**src/rtl/vid656_decoder.sv**
```systemverilog
module vid656_decoder #(
  parameter int HS_W = 8
) (
  input  logic       clk,
  input  logic       rst_n,
  input  logic       smp_gate_n,
  input  logic [1:0] fmt_sel,
  input  logic       chroma_twos,
  input  logic [7:0] byte_in,
  input  logic [7:0] aux_in,
  input  logic       ext_hs,
  input  logic       ext_vs,
  input  logic       ext_fld,
  output logic       pix_vld,
  output logic [7:0] luma_o,
  output logic [7:0] chroma_o,
  output logic       chroma_is_cr,
  output logic       hsync_o,
  output logic       vblank_o,
  output logic       field_o
);
  localparam int CW = $clog2(HS_W + 1);

  logic [7:0]    h0, h1, h2;
  logic          live;
  logic [1:0]    ph;
  logic [7:0]    cpend;
  logic          cpend_cr;
  logic          ppar;
  logic [CW-1:0] hs_cnt;
  logic          ehs_r, vb_r, fl_r;

  wire smp = ~smp_gate_n;
  wire emb = (fmt_sel == 2'b11);
  wire par = (fmt_sel == 2'b00);
  wire trc = (h2 == 8'hFF) && (h1 == 8'h00) && (h0 == 8'h00) && byte_in[7];
  wire eav = trc & byte_in[4];
  wire sav = trc & ~byte_in[4];
  wire [7:0] cin = par ? aux_in : byte_in;
  wire [7:0] cconv = chroma_twos ? {~cin[7], cin[6:0]} : cin;

  assign hsync_o  = emb ? (hs_cnt != '0) : ehs_r;
  assign vblank_o = vb_r;
  assign field_o  = fl_r;

  always_ff @(posedge clk or negedge rst_n) begin
    if (!rst_n) begin
      h0 <= '0; h1 <= '0; h2 <= '0;
      live <= 1'b0; ph <= '0; cpend <= '0; cpend_cr <= 1'b0; ppar <= 1'b0;
      hs_cnt <= '0; ehs_r <= 1'b0; vb_r <= 1'b0; fl_r <= 1'b0;
      pix_vld <= 1'b0; luma_o <= '0; chroma_o <= '0; chroma_is_cr <= 1'b0;
    end else begin
      pix_vld <= 1'b0;
      if (hs_cnt != '0) hs_cnt <= hs_cnt - 1'b1;
      if (smp) begin
        h2 <= h1; h1 <= h0; h0 <= byte_in;
        if (!emb) begin
          ehs_r <= ext_hs; vb_r <= ext_vs; fl_r <= ext_fld;
        end
        if (par) begin
          if (ext_hs) ppar <= 1'b0;
          else begin
            pix_vld      <= 1'b1;
            luma_o       <= byte_in;
            chroma_o     <= cconv;
            chroma_is_cr <= ppar;
            ppar         <= ~ppar;
          end
        end else if (byte_in == 8'hFF) begin
          live <= 1'b0; ph <= '0;
        end else if (sav) begin
          live <= 1'b1; ph <= '0;
        end else if (eav) begin
          live <= 1'b0;
          if (emb) begin
            fl_r   <= byte_in[6];
            vb_r   <= byte_in[5];
            hs_cnt <= CW'(HS_W);
          end
        end else if (live) begin
          ph <= ph + 1'b1;
          if (!ph[0]) begin
            cpend    <= cconv;
            cpend_cr <= ph[1];
          end else begin
            pix_vld      <= 1'b1;
            luma_o       <= byte_in;
            chroma_o     <= cpend;
            chroma_is_cr <= cpend_cr;
          end
        end
      end
    end
  end
endmodule


```
**config.mk**
```make
export PLATFORM = sky130hd
export DESIGN_NAME = vid656_decoder
export DESIGN_NICKNAME = d
export VERILOG_FILES = /design/src/rtl/vid656_decoder.sv
export SDC_FILE = /design/constraint.sdc
export NUM_CORES = 1
export LEC_CHECK = 0
export BUFFER_PORTS_ARGS = -buffer_cell sky130_fd_sc_hd__buf_4
export CAP_MARGIN = 10
export CORE_MARGIN = 5
export CORE_UTILIZATION = 36
export CTS_CLUSTER_DIAMETER = 50
export DETAILED_ROUTE_END_ITERATION = 12
export PLACE_DENSITY_LB_ADDON = 0.25
export SYNTH_ARGS = -nofsm -noshare
export SYNTH_HDL_FRONTEND = slang
export SYNTH_SLANG_ARGS = --single-unit
```
**constraint.sdc**
```tcl
create_clock -name clk -period 3.2 [get_ports clk]
set_input_delay 0 -clock clk [delete_from_list [all_inputs] [get_ports clk]]
set_output_delay 0 -clock clk [all_outputs]
set_load 0.02 [all_outputs]
```
Word level (Yosys, flattened, before mapping). Cells that the tools add are included.

Add/subtract/negate cells: 2. Eq/ne operators: 8. Mux-type cells: 59. Bitwise gates (word level): 12. Reduce and logical (&&, ||, !) cells: 17.

Operators with widths (number): two-way mux 8 bit (16); two-way mux 1 bit (32); two-way mux 4 bit (7); == test 8 bit, second input constant (2); logical NOT 8 bit (2); AND reduction 7 bit (2); inverter 1 bit (10); two-way mux 2 bit (4); inequality test 2 bit, second input constant (4); nonzero test 3 bit (2); AND reduction 2 bit (2); AND reduction 4 bit (1); nonzero test 2 bit (2); nonzero test 4 bit (1); subtractor 4 x 1 -> 4 bit, second input constant (1); logical AND 1 bit (3); inequality test 3 x 1 -> 1 bit, second input constant (1); AND reduction 3 bit (1); adder 2 x 1 -> 2 bit, second input constant (1); bitwise AND 1 bit (2); == test 2 bit, second input constant (1); logical NOT 2 bit (1).

Flip-flop bits (word level): 62. Input port bits: 25. Output and inout bits: 21.

Depth between registers and ports, before layout.
Depth after elaboration: 10. Gate-level depth with buffers: 7.

Worst setup path after synthesis. No wires, ideal clock.

Kind: flip-flop to flip-flop. Start point: register h1[2]. End point: register chroma_o[0]. Data arrival time: 1619 ps. Data required time: 3075 ps. Path slack: 1456 ps. Stages on the path, launching flop included: 7. Buffers on the path: 1. Clock period less this slack: 1744 ps. Cell sequence: dfrtp_1 -> nor4_4 -> nand3_2 -> o21ai_2 -> a21oi_4 -> buf_6 -> mux2_4.

Cells in the longest elaborated chain, start to end: 7.

Ends and longest elaborated chain: start: declaration (RTL line 24) `logic [7:0] h0, h1, h2;`; start signal: assignment (RTL line 48) `h0 <= '0; h1 <= '0; h2 <= '0;`; start signal: assignment (RTL line 56) `h2 <= h1; h1 <= h0; h0 <= byte_in;`; logical NOT 8 bit (*) (RTL line 36) `wire trc = (h2 == 8'hFF) && (h1 == 8'h00) && (h0 == 8'h00) && byte_in[7];`; logical AND 1 bit (*) (3 in series) (RTL line 36); bitwise AND 1 bit, on equally long branches (RTL line 38, 37); inequality test 2 bit (no source line); AND reduction 7 bit (no source line) (*); end signal: assignment (RTL line 65) `chroma_o <= cconv;`; end signal: assignment (RTL line 88) `chroma_o <= cpend;`; end: declaration (RTL line 16) `output logic [7:0] chroma_o,`.

Every way passes the cells marked *; elsewhere a longest branch is shown, timed or not. A chain may end at the register's enable or synchronous reset.

Worst setup path after layout.
Start point: input port byte_in[6]. End point: register chroma_o[5].

Cells in the longest elaborated chain, start to end: 3.

Ends and longest elaborated chain: start: declaration (RTL line 9) `input logic [7:0] byte_in,`; == test 8 bit (RTL line 69) `end else if (byte_in == 8'hFF) begin`; inequality test 2 bit (no source line); AND reduction 7 bit (no source line).

No other way between the ends.

==> tab_implementation.tex <==
\begin{tabular}{lr}
\hline
Metric & Value \\
\hline
\multicolumn{2}{l}{\textbf{Synthesis}} \\
Number of warnings reported in the yosys synthesis log & 0 \\
Number of instances in the synthesized netlist & 229 \\
Fraction of registers with async set/reset & 100\% \\
Syn Area/Cell & 13.0 um\^{}2 \\
Post-synth design cell area & 2990 um\^{}2 \\
FF+latch count, synth & 62 \\
Primary FF master, synth & sky130\_fd\_sc\_hd\_\_dfrtp\_1 \\
Number of nets in the synthesized netlist & 255 \\
Sequential element share of the synthesized area & 51.9\% \\
Number of enable flip-flop cells after synthesis & 0 \\
Synth cell types & 52 \\
\multicolumn{2}{l}{\textbf{STA}} \\
Pin slew with the least headroom to its limit & 0.770 ns \\
Final number of setup-violating endpoints & 0 \\
Peak Freq & 0.490 GHz \\
Hold Vio Cnt, Final & 0 \\
Clock Skews & 0.00476 ns \\
Max-slew violation total from the final report & 0 \\
Final TNS setup & 0 ns \\
Worst relative slew slack & 48.7\% \\
Post-route minimum period & 2.04 ns \\
Final clock period utilization by the worst path & 63.7\% \\
RSZ-0062 raised after global routing & no \\
\multicolumn{2}{l}{\textbf{Job}} \\
Maximum capacitance violations & 0 \\
\multicolumn{2}{l}{\textbf{Worst setup path}} \\
Cell with the biggest individual delay on the critical path & sky130\_fd\_sc\_hd\_\_a21oi\_4 \\
Critical path data required time & 3.42 ns \\
Cell-by-cell trace of the critical path & dlygate4sd3\_1 -> buf\_4 -> and4\_2 -> a21oi\_1 -> o21ai\_2 -> a21oi\_4 -> mux2\_2 \\
Worst Setup Path Type & primary input to flip-flop \\
Worst endpoint data arrival time & 2.26 ns \\
Slowest stage delay, CP & 0.61 ns \\
Crit path capture type & flip-flop \\
Critical Path Source Type & primary input \\
Worst-path maximum fanout & 18 \\
\multicolumn{2}{l}{\textbf{Power}} \\
Max VDD drop & 245 uV \\
Power density of the placed cells & 530 nW/um\^{}2 \\
Leakage power total & 1.66 nW \\
Overall power & 0.00198 W \\
\multicolumn{2}{l}{\textbf{Cells and area}} \\
Number of cells in the finished layout apart from fillers & 403 \\
Syn-to-layout area delta & 25.0\% \\
Fraction of layout cells with a size suffix above 1 & 42.6\% \\
Commonest cells after routing, fill and taps aside & sky130\_fd\_sc\_hd\_\_dfrtp\_1, sky130\_fd\_sc\_hd\_\_buf\_4, sky130\_fd\_sc\_hd\_\_mux2\_2 \\
Number of antenna repair diodes & 0 \\
Layout Nets & 320 \\
Most common cell after layout, fill and taps aside & sky130\_fd\_sc\_hd\_\_dfrtp\_1 \\
\multicolumn{2}{l}{\textbf{Clock tree}} \\
PostCTS Resize Cnt & 0 \\
Cell at the root of the clock tree & sky130\_fd\_sc\_hd\_\_clkbuf\_8 \\
CTS hold repair buffers & 18 \\
Number of clock buffers inserted by TritonCTS & 9 \\
Maximum clock insertion buffer count & 2 \\
Total number of H-tree levels & 3 \\
Clock Pin Slew Worst Setup and Hold Paths & 0.06 ns \\
Count of buffers added by post-CTS timing repair for setup & 0 \\
Clock tree sinks & 62 \\
Worst-skew pair later-pin latency & 0.34 ns \\
Clock tree from TritonCTS & built \\
\multicolumn{2}{l}{\textbf{Placement}} \\
Final estimated routing congestion in global placement & 0.773 \\
Inst Count DP & 370 \\
HPWL after detailed placement & 4.03 mm \\
Count of input and output buffers & 45 \\
\multicolumn{2}{l}{\textbf{Die}} \\
Number of core rows & 33 \\
Starting utilization of the core area & 36.7\% \\
Core area & 8130 um\^{}2 \\
Top-Level Pins & 46 \\
Vertical die dimension & 101 um \\
Width of the die & 101 um \\
Die footprint & 10200 um\^{}2 \\
\multicolumn{2}{l}{\textbf{Detailed routing}} \\
Via-per-instance ratio & 4.91 \\
Total vias in the final route & 1979 \\
Residual DRC & 0 \\
DRT Pass-1 Iters & 4 \\
DR WL/cell & 14.8 um \\
ANT nets after route & 0 \\
Starting DRC count in detailed routing & 48 \\
Total detailed-routing wirelength & 5.98 mm \\
\multicolumn{2}{l}{\textbf{Global routing}} \\
Pin count of the biggest net entering global routing & 63 \\
First-pass GRT wire length & 9.98 mm \\
Total grt overflow & 0 \\
Number of antenna violations at the first check in global routing & 0 \\
Via count of the first global-routing pass & 2018 \\
Global-route usage over all layers & 12.6\% \\
\multicolumn{2}{l}{\textbf{Run status}} \\
Outcome & completed \\
\multicolumn{2}{l}{\textbf{Hold path}} \\
Hold/Removal Path Class & primary input to flip-flop \\
\hline
\end{tabular}
==> worst max-delay path, delay by kind of cell <==
family                 cells  cell delay (ns)
and+or+nand+nor            1             0.26
buffers and inverters      2             0.70
AOI/OAI and AO/OA          3             0.89
muxes                      1             0.41
==> power by group <==
group,internal [W],total [W],leakage [nW],switching [W]
Clock,0.000319,0.000598,0.0865,0.000279
Combinational,0.000224,0.000414,0.793,0.000190
Sequential,0.000893,0.000967,0.778,0.0000740
==> cells by family after synthesis <==
| group | Yosys count | synth area share, % |
|---|---|---|
| XOR/XNOR | 3 | 0.880 |
| flip-flops | 62 | 51.9 |
| multiplexers | 59 | 22.8 |
| adder cells (fa/ha/maj) | 1 | 0.419 |
| buffers and inverters | 13 | 2.97 |
| AND/OR/NAND/NOR | 59 | 13.9 |
| AO/OA/AOI/OAI | 32 | 7.12 |
==> through the flow <==
| stage | worst slack (ns) | cell area [um^2] | utilization (%) | hold slack (ns) |
|---|---|---|---|---|
| global route | 0.958 | 3730 | 45.9 | 0.0509 |
| CTS | 1.15 | 3730 | 45.9 | 0.0140 |
| finish | 1.16 | 3730 | 45.9 | 0.0349 |
| global placement | 1.17 | 3390 | 41.6 | 0.142 |
| detailed placement | 1.16 | 3390 | 41.6 | 0.137 |
| floorplan | 1.46 | 2990 | - | -0.296 |
==> sequential cells by signal, summed over array words and instances (netlist names) <==
name and count:
pix_vld 1, ph 2, cpend_cr 1, h1 8, chroma_o 8, cpend 8
live 1, ehs_r 1, chroma_is_cr 1, field_o 1, ppar 1, luma_o 8
h0 8, vblank_o 1, hs_cnt 4, h2 8
==> synth_stat cells (all sizes together), types with 2 or more instances <==
cell type	number	share of area, %
mux2	49	19
dfrtp	62	52
buf	3	0.71
nor4	3	1.8
and2	2	0.54
xnor2	2	0.59
or3	4	1.0
nor2	6	0.75
nand3	4	0.84
a221o	2	0.67
clkbuf	7	1.9
nand4b	2	0.59
nand2	18	2.3
nand4	2	0.63
nor3	3	0.67
and4	2	0.67
nor2b	2	0.42
mux2i	10	3.4
o21ai	15	2.6
inv	3	0.38
nand2b	3	0.63
a21oi	7	1.5
and4bb	2	0.84
o211ai	2	0.67
==> per-layer routing <==
layer | vias to the layer above | track usage [%] | share of wire, % | wire, um
li1 | 961 | - | - | -
met1 | 971 | 17.2 | 49 | 2950
met2 | 34 | 18.8 | 45 | 2680
met3 | 13 | 3.60 | 4.0 | 242
met4 | 0 | 5.21 | 1.7 | 104
met5 | - | 0 | 0 | 0
==> path summary, 6_finish.rpt <==
| kind | from | to | slack (ns) | depth (start not counted) |
|---|---|---|---|---|
| max | byte_in[6] | chroma_o[5] | 1.16 | 7 |
| min | ext_vs | vblank_o | 0.03 | 3 |
| max reg2reg | h2[4] | chroma_o[5] | 1.17 | 5 |
| min reg2reg | cpend[5] | cpend[5] | 0.48 | 2 |
| max in group asynchronous | rst_n | h2[2] | 2.41 | 2 |
| min in group asynchronous | rst_n | luma_o[6] | 0.28 | 2 |
==> area by class of cell <==
type / count / area [um^2]
flip-flops and latches: 62 / 1550
inverters: 3 / 11.3
fillers: 761 / 4400
repair buffers: 64 / 526
well taps: 105 / 131
clock inverters: 1 / 5.00
clock buffers: 14 / 163
multi-input cells: 154 / 1350
Power figures use the tool's default switching activity.
